**config.mk**
```make
export PLATFORM = sky130hd
export DESIGN_NAME = gpio_event_detector
export DESIGN_NICKNAME = d
export VERILOG_FILES = /design/src/rtl/gpd_pkg.sv /design/src/rtl/gpd_regs.sv /design/src/rtl/gpd_detect.sv /design/src/rtl/gpd_pending.sv /design/src/rtl/gpio_event_detector.sv
export SDC_FILE = /design/constraint.sdc
export NUM_CORES = 1
export LEC_CHECK = 0
export CORE_UTILIZATION = 58
export CTS_CLUSTER_DIAMETER = 120
export DETAILED_ROUTE_END_ITERATION = 7
export DONT_BUFFER_PORTS = 1
export PLACE_DENSITY = 0.78
export SLEW_MARGIN = 40
export SYNTH_ARGS = -nofsm -noshare
export SYNTH_HDL_FRONTEND = slang
export SYNTH_SLANG_ARGS = --single-unit
```
**constraint.sdc**
```tcl
create_clock -name clk -period 2.7 [get_ports clk]
set_input_delay 0.405 -clock clk [delete_from_list [all_inputs] [get_ports clk]]
set_output_delay 0.405 -clock clk [all_outputs]
set_load 0.02 [all_outputs]
```
**src/rtl/gpd_pkg.sv**
```systemverilog
`timescale 1ns/1ps
package gpd_pkg;

  // Register byte offsets on the shared bus.
  localparam int unsigned OFF_RISE  = 'h064;
  localparam int unsigned OFF_FALL  = 'h07C;
  localparam int unsigned OFF_MASK  = 'h0AC;
  localparam int unsigned OFF_SRC   = 'h0C4;
  localparam int unsigned OFF_TYPE  = 'h300;
  localparam int unsigned OFF_POL   = 'h318;
  localparam int unsigned OFF_WMASK = 'h330;
  localparam int unsigned OFF_WSTAT = 'h348;

  // Index of each plain configuration register in the config array.
  localparam int NCFG      = 6;
  localparam int CFG_RISE  = 0;
  localparam int CFG_FALL  = 1;
  localparam int CFG_MASK  = 2;
  localparam int CFG_TYPE  = 3;
  localparam int CFG_POL   = 4;
  localparam int CFG_WMASK = 5;

  typedef enum logic [3:0] {
    SEL_NONE,
    SEL_RISE,
    SEL_FALL,
    SEL_MASK,
    SEL_SRC,
    SEL_TYPE,
    SEL_POL,
    SEL_WMASK,
    SEL_WSTAT
  } reg_sel_e;

  // Selector that owns configuration slot idx.
  function automatic reg_sel_e cfg_sel(input int idx);
    case (idx)
      CFG_RISE:  return SEL_RISE;
      CFG_FALL:  return SEL_FALL;
      CFG_MASK:  return SEL_MASK;
      CFG_TYPE:  return SEL_TYPE;
      CFG_POL:   return SEL_POL;
      CFG_WMASK: return SEL_WMASK;
      default:   return SEL_NONE;
    endcase
  endfunction

  function automatic reg_sel_e decode_off(input logic [31:0] off);
    case (off)
      OFF_RISE:  return SEL_RISE;
      OFF_FALL:  return SEL_FALL;
      OFF_MASK:  return SEL_MASK;
      OFF_SRC:   return SEL_SRC;
      OFF_TYPE:  return SEL_TYPE;
      OFF_POL:   return SEL_POL;
      OFF_WMASK: return SEL_WMASK;
      OFF_WSTAT: return SEL_WSTAT;
      default:   return SEL_NONE;
    endcase
  endfunction

endpackage

```
**src/rtl/gpd_regs.sv**
```systemverilog
`timescale 1ns/1ps
// Configuration registers, clear strobes and registered read path.
module gpd_regs
  import gpd_pkg::*;
#(
  parameter int NPINS  = 32,
  parameter int ADDR_W = 12,
  parameter int DATA_W = 32
) (
  input  logic                         clk,
  input  logic                         rst,
  input  logic                         wr_en,
  input  logic                         rd_en,
  input  logic [ADDR_W-1:0]            addr,
  input  logic [DATA_W-1:0]            wdata,
  input  logic [NPINS-1:0]             src_q,
  input  logic [NPINS-1:0]             wst_q,
  output logic [NCFG-1:0][NPINS-1:0]   cfg_o,
  output logic [NPINS-1:0]             src_clr,
  output logic [NPINS-1:0]             wst_clr,
  output logic [DATA_W-1:0]            rdata
);

  reg_sel_e            sel;
  logic [NPINS-1:0]    wbits;
  logic [NPINS-1:0]    rd_mux;

  assign sel   = decode_off(32'(addr));
  assign wbits = wdata[NPINS-1:0];

  // One register per configuration slot.
  for (genvar g = 0; g < NCFG; g++) begin : g_cfg
    logic [NPINS-1:0] q;
    always_ff @(posedge clk) begin
      if (rst) begin
        q <= '0;
      end else if (wr_en && (sel == cfg_sel(g))) begin
        q <= wbits;
      end
    end
    assign cfg_o[g] = q;
  end

  // Write-one-to-clear strobes for the two status registers.
  assign src_clr = (wr_en && (sel == SEL_SRC))   ? wbits : '0;
  assign wst_clr = (wr_en && (sel == SEL_WSTAT)) ? wbits : '0;

  always_comb begin
    rd_mux = '0;
    for (int g = 0; g < NCFG; g++) begin
      if (sel == cfg_sel(g)) begin
        rd_mux = cfg_o[g];
      end
    end
    if (sel == SEL_SRC) begin
      rd_mux = src_q;
    end
    if (sel == SEL_WSTAT) begin
      rd_mux = wst_q;
    end
  end

  always_ff @(posedge clk) begin
    if (rst) begin
      rdata <= '0;
    end else if (rd_en) begin
      rdata <= DATA_W'(rd_mux);
    end else begin
      rdata <= '0;
    end
  end

endmodule

```
**src/rtl/gpd_detect.sv**
```systemverilog
`timescale 1ns/1ps
// Per-pin edge and level event detection against a one-cycle delayed copy.
module gpd_detect #(
  parameter int NPINS = 32
) (
  input  logic             clk,
  input  logic             rst,
  input  logic [NPINS-1:0] pin_in,
  input  logic [NPINS-1:0] rise_en,
  input  logic [NPINS-1:0] fall_en,
  input  logic [NPINS-1:0] lvl_sel,
  input  logic [NPINS-1:0] lvl_inv,
  output logic [NPINS-1:0] edge_hit,
  output logic [NPINS-1:0] lvl_act
);

  logic [NPINS-1:0] pin_d;

  always_ff @(posedge clk) begin
    if (rst) begin
      pin_d <= '0;
    end else begin
      pin_d <= pin_in;
    end
  end

  for (genvar g = 0; g < NPINS; g++) begin : g_pin
    logic went_up;
    logic went_down;
    assign went_up     = pin_in[g] & ~pin_d[g];
    assign went_down   = ~pin_in[g] & pin_d[g];
    assign edge_hit[g] = ~lvl_sel[g] & ((rise_en[g] & went_up) | (fall_en[g] & went_down));
    assign lvl_act[g]  = lvl_sel[g] & (pin_in[g] ^ lvl_inv[g]);
  end

endmodule

```
**src/rtl/gpd_pending.sv**
```systemverilog
`timescale 1ns/1ps
// Pending-source and wake status registers with registered request outputs.
module gpd_pending #(
  parameter int NPINS = 32
) (
  input  logic             clk,
  input  logic             rst,
  input  logic [NPINS-1:0] edge_hit,
  input  logic [NPINS-1:0] lvl_act,
  input  logic [NPINS-1:0] lvl_sel,
  input  logic [NPINS-1:0] irq_mask,
  input  logic [NPINS-1:0] wake_mask,
  input  logic [NPINS-1:0] src_clr,
  input  logic [NPINS-1:0] wst_clr,
  output logic [NPINS-1:0] src_q,
  output logic [NPINS-1:0] wst_q,
  output logic             irq_q,
  output logic             wake_q
);

  logic [NPINS-1:0] src_n;
  logic [NPINS-1:0] wst_n;
  logic [NPINS-1:0] any_evt;

  assign any_evt = edge_hit | lvl_act;

  // Level pins are recomputed every cycle; edge pins hold until cleared,
  // and a new edge beats a simultaneous clear.
  assign src_n = lvl_act | (~lvl_sel & ((src_q & ~src_clr) | edge_hit));
  assign wst_n = (wst_q & ~wst_clr) | (any_evt & wake_mask);

  always_ff @(posedge clk) begin
    if (rst) begin
      src_q  <= '0;
      wst_q  <= '0;
      irq_q  <= 1'b0;
      wake_q <= 1'b0;
    end else begin
      src_q  <= src_n;
      wst_q  <= wst_n;
      irq_q  <= |(src_q & irq_mask);
      wake_q <= |wst_q;
    end
  end

endmodule

```
**src/rtl/gpio_event_detector.sv**
```systemverilog
`timescale 1ns/1ps
module gpio_event_detector
  import gpd_pkg::*;
#(
  parameter int NPINS  = 32,
  parameter int ADDR_W = 12,
  parameter int DATA_W = 32
) (
  input  logic              clk,
  input  logic              rst,
  input  logic [NPINS-1:0]  pin_in,
  input  logic              bus_wr_en,
  input  logic              bus_rd_en,
  input  logic [ADDR_W-1:0] bus_addr,
  input  logic [DATA_W-1:0] bus_wdata,
  output logic [DATA_W-1:0] bus_rdata,
  output logic              irq_out,
  output logic              wake_out
);

  logic [NCFG-1:0][NPINS-1:0] cfg;
  logic [NPINS-1:0] rise_q, fall_q, mask_q, type_q, pol_q, wmask_q;
  logic [NPINS-1:0] src_q, wst_q, src_clr, wst_clr;
  logic [NPINS-1:0] edge_hit, lvl_act;

  assign rise_q  = cfg[CFG_RISE];
  assign fall_q  = cfg[CFG_FALL];
  assign mask_q  = cfg[CFG_MASK];
  assign type_q  = cfg[CFG_TYPE];
  assign pol_q   = cfg[CFG_POL];
  assign wmask_q = cfg[CFG_WMASK];

  gpd_regs #(.NPINS(NPINS), .ADDR_W(ADDR_W), .DATA_W(DATA_W)) u_regs (
    .clk     (clk),
    .rst     (rst),
    .wr_en   (bus_wr_en),
    .rd_en   (bus_rd_en),
    .addr    (bus_addr),
    .wdata   (bus_wdata),
    .src_q   (src_q),
    .wst_q   (wst_q),
    .cfg_o   (cfg),
    .src_clr (src_clr),
    .wst_clr (wst_clr),
    .rdata   (bus_rdata)
  );

  gpd_detect #(.NPINS(NPINS)) u_detect (
    .clk      (clk),
    .rst      (rst),
    .pin_in   (pin_in),
    .rise_en  (rise_q),
    .fall_en  (fall_q),
    .lvl_sel  (type_q),
    .lvl_inv  (pol_q),
    .edge_hit (edge_hit),
    .lvl_act  (lvl_act)
  );

  gpd_pending #(.NPINS(NPINS)) u_pending (
    .clk       (clk),
    .rst       (rst),
    .edge_hit  (edge_hit),
    .lvl_act   (lvl_act),
    .lvl_sel   (type_q),
    .irq_mask  (mask_q),
    .wake_mask (wmask_q),
    .src_clr   (src_clr),
    .wst_clr   (wst_clr),
    .src_q     (src_q),
    .wst_q     (wst_q),
    .irq_q     (irq_out),
    .wake_q    (wake_out)
  );

endmodule

```
After elaboration in Yosys (flattened, before gate mapping)
Index checks and enable logic that the tools add are counted.
{"block": "totals", "regBits": 322, "input_bits": 80, "output_inout_bits": 34, "elab_cells": 415}
{"block": "op_classes", "n_eq_ne": 16, "muxes": 11, "bitwise_logic": 365, "n_reduce_logical": 11}
{"cell": "$mux 32", "count": 10}
{"cell": "$and 1x1->1", "count": 192}
{"cell": "$and 32x32->32", "count": 5}
{"cell": "$or 32x32->32", "count": 4}
{"cell": "$not 1->1", "count": 97}
{"cell": "$not 32->32", "count": 3}
{"cell": "$reduce_or 32->1", "count": 2}
{"cell": "$eq 12x10->1 const B", "count": 4}
{"cell": "$or 1x1->1", "count": 32}
{"cell": "$pmux 4 s8", "count": 1}
{"cell": "$xor 1x1->1", "count": 32}
{"cell": "$eq 12x7->1 const B", "count": 2}
{"cell": "$eq 12x8->1 const B", "count": 2}
{"cell": "$eq 4x3->1 const B", "count": 4}
{"cell": "$eq 4x2->1 const B", "count": 2}
{"cell": "$logic_and 1x1->1", "count": 8}
{"cell": "$eq 4x1->1 const B", "count": 1}
{"cell": "$eq 4x4->1 const B", "count": 1}
{"cell": "$reduce_or 2->1", "count": 1}

Longest topological paths before layout
Gate-level depths: netlist of the first run.
{"block": "depth", "depth_word": 11, "depth_mapped": 10, "depth_no_buf": 6}

By module
A second synthesis of the first run with hierarchy kept.
{"block": "unflattened", "cells_unflattened": 1908, "area_unflattened_um2": 15168.3}
{"module": "gpd_regs", "n_inst": 1, "cells_per_inst": 1351, "area_each_um2": 10354.9, "seq_area_each_um2": 4484.3}
{"module": "gpd_pending", "n_inst": 1, "cells_per_inst": 330, "area_each_um2": 2836.5, "seq_area_each_um2": 1321.3}
{"module": "gpd_detect", "n_inst": 1, "cells_per_inst": 227, "area_each_um2": 1976.9, "seq_area_each_um2": 640.6}

Least setup slack after synthesis of the first run
OpenSTA, ideal clock, no wires.
{"block": "synth_timing", "kind": "input port to flip-flop", "start": "input port bus_addr[6]", "end": "register u_regs.rdata[11]", "t_arrival_ns": 2.435, "required_ns": 2.577, "slack_ns": 0.141, "stages": 9, "n_path_buf": 3, "cell_sequence": "clkbuf_1 -> or3b_1 -> a211o_1 -> or2_1 -> or3_1 -> buf_6 -> buf_6 -> o221ai_1 -> a21oi_1"}
{"block": "synth_between", "elab_chain_len": 11}
{"item": "start, declared", "line": "gpio_event_detector.sv:14", "text": "input logic [ADDR_W-1:0] bus_addr,"}
{"item": "$eq 12x10->1, or another cell as far along", "line": "gpd_pkg.sv:49", "text": "case (off)"}
{"item": "$pmux 4 s8 (*)", "line": "gpd_pkg.sv:49"}
{"item": "$eq 4x1->1", "line": "gpd_regs.sv:51", "text": "if (sel == cfg_sel(g)) begin"}
{"item": "$mux 32 (6 in series)", "line": "gpd_regs.sv:51"}
{"item": "$mux 32", "line": "gpd_regs.sv:55", "text": "if (sel == SEL_SRC) begin"}
{"item": "$mux 32 (*)", "line": "gpd_regs.sv:58", "text": "if (sel == SEL_WSTAT) begin"}
{"item": "end signal, assigned", "line": "gpd_regs.sv:67", "text": "rdata <= DATA_W'(rd_mux);"}
{"item": "end, declared", "line": "gpd_regs.sv:21", "text": "output logic [DATA_W-1:0] rdata"}
Mark *: on every way between the ends. The rest lies on a longest branch, timed or not.
A chain may end at the register's enable or synchronous reset.

Worst setup path after layout of the first run
{"block": "layout_timing", "start": "input port bus_addr[8]", "end": "register u_regs.rdata[3]"}
The elaborated chain is that of the path after synthesis.

==> results of run 1 <==
## cells in the mapped netlist, types with 10 or more instances
| master | number | area, µm² |
|---|---|---|
| nor3_1 | 11 | 55.1 |
| nor2_1 | 108 | 405 |
| a22o_1 | 10 | 87.6 |
| xnor2_1 | 32 | 280 |
| a22oi_1 | 47 | 353 |
| o21ai_0 | 61 | 305 |
| nand2_1 | 518 | 1940 |
| nor4_1 | 18 | 113 |
| a31oi_1 | 19 | 119 |
| a221oi_1 | 16 | 140 |
| dfxtp_1 | 322 | 6450 |
| buf_4 | 30 | 225 |
| nand3b_1 | 36 | 270 |
| a21oi_1 | 268 | 1340 |
| o22ai_1 | 11 | 68.8 |
| inv_1 | 31 | 116 |
| buf_2 | 17 | 85.1 |
| nor2b_1 | 33 | 206 |
| a221o_1 | 22 | 220 |
| nand4_1 | 17 | 106 |
| a2111oi_0 | 13 | 114 |
| clkbuf_1 | 108 | 405 |
| o221ai_1 | 35 | 307 |
| and3_1 | 18 | 113 |
| a211oi_1 | 18 | 135 |
| nand3_1 | 14 | 70.1 |
## stage by stage
step           area, µm²  cells  setup WS [ps]  hold WS [ps]
2_1_floorplan      14800   1927            141           440
3_3_place_gp       15300   2184            138           447
3_5_place_dp       15300   2184          -19.5           459
4_1_cts            16500   2247            487         0.460
5_1_grt            16500   2247            367          2.14
6_report           16500   2247            455          8.90
## registers in the layout (all words and copies together) (netlist names)
register,count
u_detect.pin_d,32
u_pending.irq_q,1
u_pending.src_q,32
u_pending.wake_q,1
u_pending.wst_q,32
u_regs.g_cfg.q,192
u_regs.rdata,32
## metal layers
layer,up-vias,track usage [%],routed length [µm]
met5,-,0,0
met4,0,23.6,3260
met3,220,10.4,7340
met2,1078,62.0,23900
met1,7012,54.7,20700
li1,6690,-,-
## timing repair
| item | CTS | global route |
|---|---|---|
| setup endpoints to repair | 0 | 0 |
| endpoints found under the hold margin | 116 | 0 |
| hold buffers | 4 | 0 |
| gates resized for setup | 0 | 0 |
| setup buffers | 0 | 0 |
## path summary, 6_finish.rpt
path | from | endpoint | slack, ps
worst max-delay path | bus_addr[8] | u_regs.rdata[3] | 450
worst min-delay path | pin_in[14] | u_detect.pin_d[14] | 9
worst max register to register | u_pending.src_q[29] | u_pending.irq_q | 620
worst min register to register | u_regs.g_cfg[0].q[30] | u_regs.g_cfg[0].q[30] | 470
## cells by family (layout without fill, tap and decap cells)
| group | count (synthesis) | in the layout | share of synthesized area, % |
|---|---|---|---|
| compound gates | 571 | 571 | 24.5 |
| flops | 322 | 322 | 43.4 |
| buf+inv | 192 | 182 | 6.01 |
| xor+xnor | 32 | 32 | 1.89 |
| simple gates | 810 | 810 | 24.1 |
## report_power, final
group | internal [W] | switching [W]
Sequential | 0.00478 | 0.0000123
Combinational | 0.0000987 | 0.000160
Clock | 0.00298 | 0.00192
## layout make-up
cell class	instances	area, µm²
Sequential cell	322	6450
Clock inverter	8	144
Clock buffer	51	1020
Tap cell	330	413
Fill cell	2157	8590
Inverter	31	116
Timing Repair Buffer	92	841
Multi-Input combinational cell	1413	7540
==> flow_summary.yaml, run 1 <==
cells_and_area:
  drive_gt1_share_pct: 8.56
  layout_commonest_cell: "nand2_1"
  area_delta_synth_final_pct: 11.3
  final_util_pct: 65.8
  layout_common_cells: "nand2_1 (518), dfxtp_1 (322), a21oi_1 (268)"
  diodes: 0
  nNetsFinal: 1974
power_and_ir_drop:
  power.total_w: 0.00994
  peakVddDrop_mv: 0.481
  leakage_nw: 5.20
  powerDensity_nw_per_um2: 602
floorplan:
  core.rowCount: 58
  core_area_um2: 25100
  initial_core_util_pct: 59.1
  die_h_um: 162
  ioPinCount: 114
  die_w_um: 162
  die-area_um2: 26200
global_route:
  grt_pass1_vias: 13800
  gr-total-overflow: 0
  grt_use_total_pct: 41.5
  grt_pass1_wl_um: 82500
  grt_max_degree: 141
  antenna_found_initial: 0
clock_tree:
  clk_path_buf_depth: 3
  cts_buffers: 34
  clk_pin_slew_ps: 60
  clkLatencyLatePin_ps: 520
  cts-root-buf: "clkbuf_16"
  htree_levels: 2
  cts.sinks: 322
  cts_tree: "done"
routing:
  detail-route-antenna-nets: 0
  drc_errors: 0
  viasPerCell: 6.68
  drtPass1Iterations: 8
  wl_per_cell_um: 24.6
  drt_iter0_drc: 2257
  vias: 15000
  drt_wl_total_um: 55200
worst_setup_path:
  worst_r2r_path_depth: 5
  path_depth: 7
  crit_type: "primary input to flip-flop"
  required_ps: 3140
  crit_slowest_cell: "a2111oi_0"
  cpLargestDelayFamily: "compound AO/OA/AOI/OAI gates"
  crit_chain: "or3b_4 -> or3_4 -> o32a_1 -> buf_4 -> a2111oi_0 -> o221ai_1 -> a21oi_1"
  critPathMaxStageDelay_ps: 520
  arrival_ps: 2690
  critPathMaxFanout: 16
  worst_setup_path_start_kind: "primary input"
  path_buf_inv: 1
  worst_setup_path_end_kind: "flip-flop"
yosys:
  ys_seq_area_share_pct: 43.4
  avgSynthCellArea_um2: 7.70
  ys_warn_count: 0
  synthFlopType: "dfxtp_1"
  synthesis.nets: 2007
  synth_seq_cells: 322
  synth_edf_count: 0
  synthArstFlopShare_pct: 0
  synthCells: 1927
  netlist_area_um2: 14800
  ys_types: 64
timing:
  worstMarginPinSlew_ps: 766
  setup_viol_count_final: 0
  fin_crit_ps: 2250
  slew_headroom_pct: 48.8
  rsz0062_at_grt: "false"
  hold_viol_final: 0
  finalMaxSlewViolations: 0
  finClkSkew_ps: 28.8
  tns_ps: 0
  clock.fmax_mhz: 445
  period_share_pct: 83.2
min_path:
  hp-class: "primary input to flip-flop"
  whs_path_depth: 1
placed_design:
  place_congestion: 1.07
  io_buffers: 0
  hpwl_um: 36900
job:
  cap_violations: 0
status:
  status: "completed"
Note: power is estimated with default switching activity, not from simulation.
==> run 2: changes to the inputs <==
--- a/config.mk
+++ b/config.mk
@@ -5,11 +5,11 @@
 export SDC_FILE = /design/constraint.sdc
 export NUM_CORES = 1
 export LEC_CHECK = 0
-export CORE_UTILIZATION = 58
+export CORE_UTILIZATION = 64
 export CTS_CLUSTER_DIAMETER = 120
 export DETAILED_ROUTE_END_ITERATION = 7
 export DONT_BUFFER_PORTS = 1
-export PLACE_DENSITY = 0.78
+export PLACE_DENSITY = 0.82
 export SLEW_MARGIN = 40
 export SYNTH_ARGS = -nofsm -noshare
 export SYNTH_HDL_FRONTEND = slang
==> constraint.sdc (replaced) <==
create_clock -name clk -period 2.2 [get_ports clk]
set_input_delay 0.33 -clock clk [delete_from_list [all_inputs] [get_ports clk]]
set_output_delay 0.33 -clock clk [all_outputs]
set_load 0.02 [all_outputs]
==> run 2 against run 1 <==
  * The flow now finishes with violations (DRC, setup timing)
  * Utilization is 17 points higher
  * Routed wire length is 12% higher
  * Via count is 14% higher
  * Sequential share of layout area is 4.8 points lower
  * Flip-flop and latch count stayed put
  * Register-to-register slack worse by 630 ps
  * Combinational power is 76% higher
  * Cell area is 14% higher
  * Critical path depth is 2 lower
==> flow_summary.yaml, run 2 (synthesis gave the netlist of run 1 again) <==
floorplan:
  core.rowCount: 55
  ioPinCount: 114
  core_area_um2: 22700
  initial_core_util_pct: 65.3
  die-area_um2: 23800
  die_w_um: 154
  die_h_um: 154
routing:
  wl_per_cell_um: 25.4
  detail-route-antenna-nets: 0
  drt_iter0_drc: 2921
  drt_wl_total_um: 62100
  viasPerCell: 6.98
  drtPass1Iterations: 8
  vias: 17000
  drc_errors: 20
clock_tree:
  clkLatencyLatePin_ps: 520
  clk_path_buf_depth: 3
  cts.sinks: 322
  htree_levels: 2
  cts-root-buf: "clkbuf_16"
  cts_tree: "done"
  clk_pin_slew_ps: 70
  cts_buffers: 35
global_route:
  grt_pass1_vias: 16500
  grt_pass1_wl_um: 93000
  grt_use_total_pct: 51.0
  antenna_found_initial: 0
  grt_max_degree: 191
  gr-total-overflow: 0
timing:
  timing.hold.ws_ps: 47.0
  worstMarginPinSlew_ps: 954
  finClkSkew_ps: 20.1
  setup_ws_ps: -11.8
  finalMaxSlewViolations: 0
  period_share_pct: 101
  setup_viol_count_final: 1
  fin_crit_ps: 2210
  slew_headroom_pct: 35.9
  clock.fmax_mhz: 452
  tns_ps: -11.8
  hold_viol_final: 0
status:
  status: "finished, violations left"
  violations: "DRC, setup timing"
cells_and_area:
  largest_reg_flops: 192
  largest_register: "u_regs.g_cfg.q"
  final_cell_count_no_fill: 2439
  drive_gt1_share_pct: 8.82
  diodes: 0
  design_area_um2: 18800
  area_delta_synth_final_pct: 26.9
  layout_commonest_cell: "nand2_1"
  nNetsFinal: 2213
  layout_common_cells: "nand2_1 (518), dfxtp_1 (322), a21oi_1 (267)"
power_and_ir_drop:
  powerDensity_nw_per_um2: 651
  peakVddDrop_mv: 0.762
  leakage_nw: 6.68
job:
  cap_violations: 0
placed_design:
  place_congestion: 1.03
  dpl.cell_count: 2156
  postPlaceCellArea_um2: 15400
  io_buffers: 0
  place_ws_ps: -301
  hpwl_um: 36200
worst_setup_path:
  crit_type: "flip-flop to flip-flop"
  worst_setup_path_end_kind: "flip-flop"
  critPathMaxFanout: 3
  worst_setup_path_start_kind: "flip-flop"
  arrival_ps: 2610
  required_ps: 2600
min_path:
  hp-class: "primary input to flip-flop"
## run 2: cell types whose count changed in the layout (fill, tap and decap cells not counted), sizes merged
cell	delta
clkbuf	-4
clkinv	+3
clkinvlp	+2
dlygate4sd3	+219
buf	+19
bufinv	-2
## run 2: per-stage QoR
stage / total power (W) / util [%]
2_1_floorplan: 0.00634 / -
3_3_place_gp: 0.00625 / 67.9
3_5_place_dp: 0.00626 / 67.9
4_1_cts: 0.0122 / 82.7
5_1_grt: 0.0125 / 82.9
6_report: 0.0123 / 82.9
## run 2: worst paths after layout
path | startpoint | endpoint | slack [ps] | cells past startpoint
max reg2reg | u_pending.wst_q[4] | u_pending.wake_q | -10 | 5
max | u_pending.wst_q[4] | u_pending.wake_q | -10 | 5
min reg2reg | u_regs.g_cfg[1].q[3] | u_regs.g_cfg[1].q[3] | 470 | 2
min | bus_wdata[26] | u_pending.wst_q[26] | 50 | 3
## run 2: final cells by class
type | count | area, µm²
Tap cell | 285 | 357
Clock inverter | 11 | 114
Fill cell | 1354 | 3870
Clock buffer | 47 | 1010
Inverter | 31 | 116
Timing Repair Buffer | 330 | 3220
Sequential cell | 322 | 6450
Multi-Input combinational cell | 1413 | 7570
## run 2: timing repair
item,4_1_cts,5_1_grt
hold buffers,222,0
hold endpoints to repair,290,0
gates resized for setup,0,5
endpoints found under the setup margin,0,58
buffers inserted,0,3
## run 2: per-layer routing
layer	part of all wire [%]	track usage, %
met1	35	64.3
met4	7.0	32.3
met2	41	75.6
met5	0	0.828
met3	17	16.2
## run 2: power breakdown
group / switching, W / leakage [nW] / total [W] / internal, W
combinational: 0.000252 / 3.53 / 0.000453 / 0.000201
sequential: 0.0000168 / 2.60 / 0.00588 / 0.00586
clock: 0.00246 / 0.554 / 0.00593 / 0.00346
total: 0.00273 / 6.68 / 0.0123 / 0.00953
## run 2: worst max-delay path, stage by stage (launching register included)
cell	delay, ps
dfxtp_1	360
nor4_1	560
nand4_1	280
nor2_1	230
nor2_1	60
dlygate4sd3_1	600
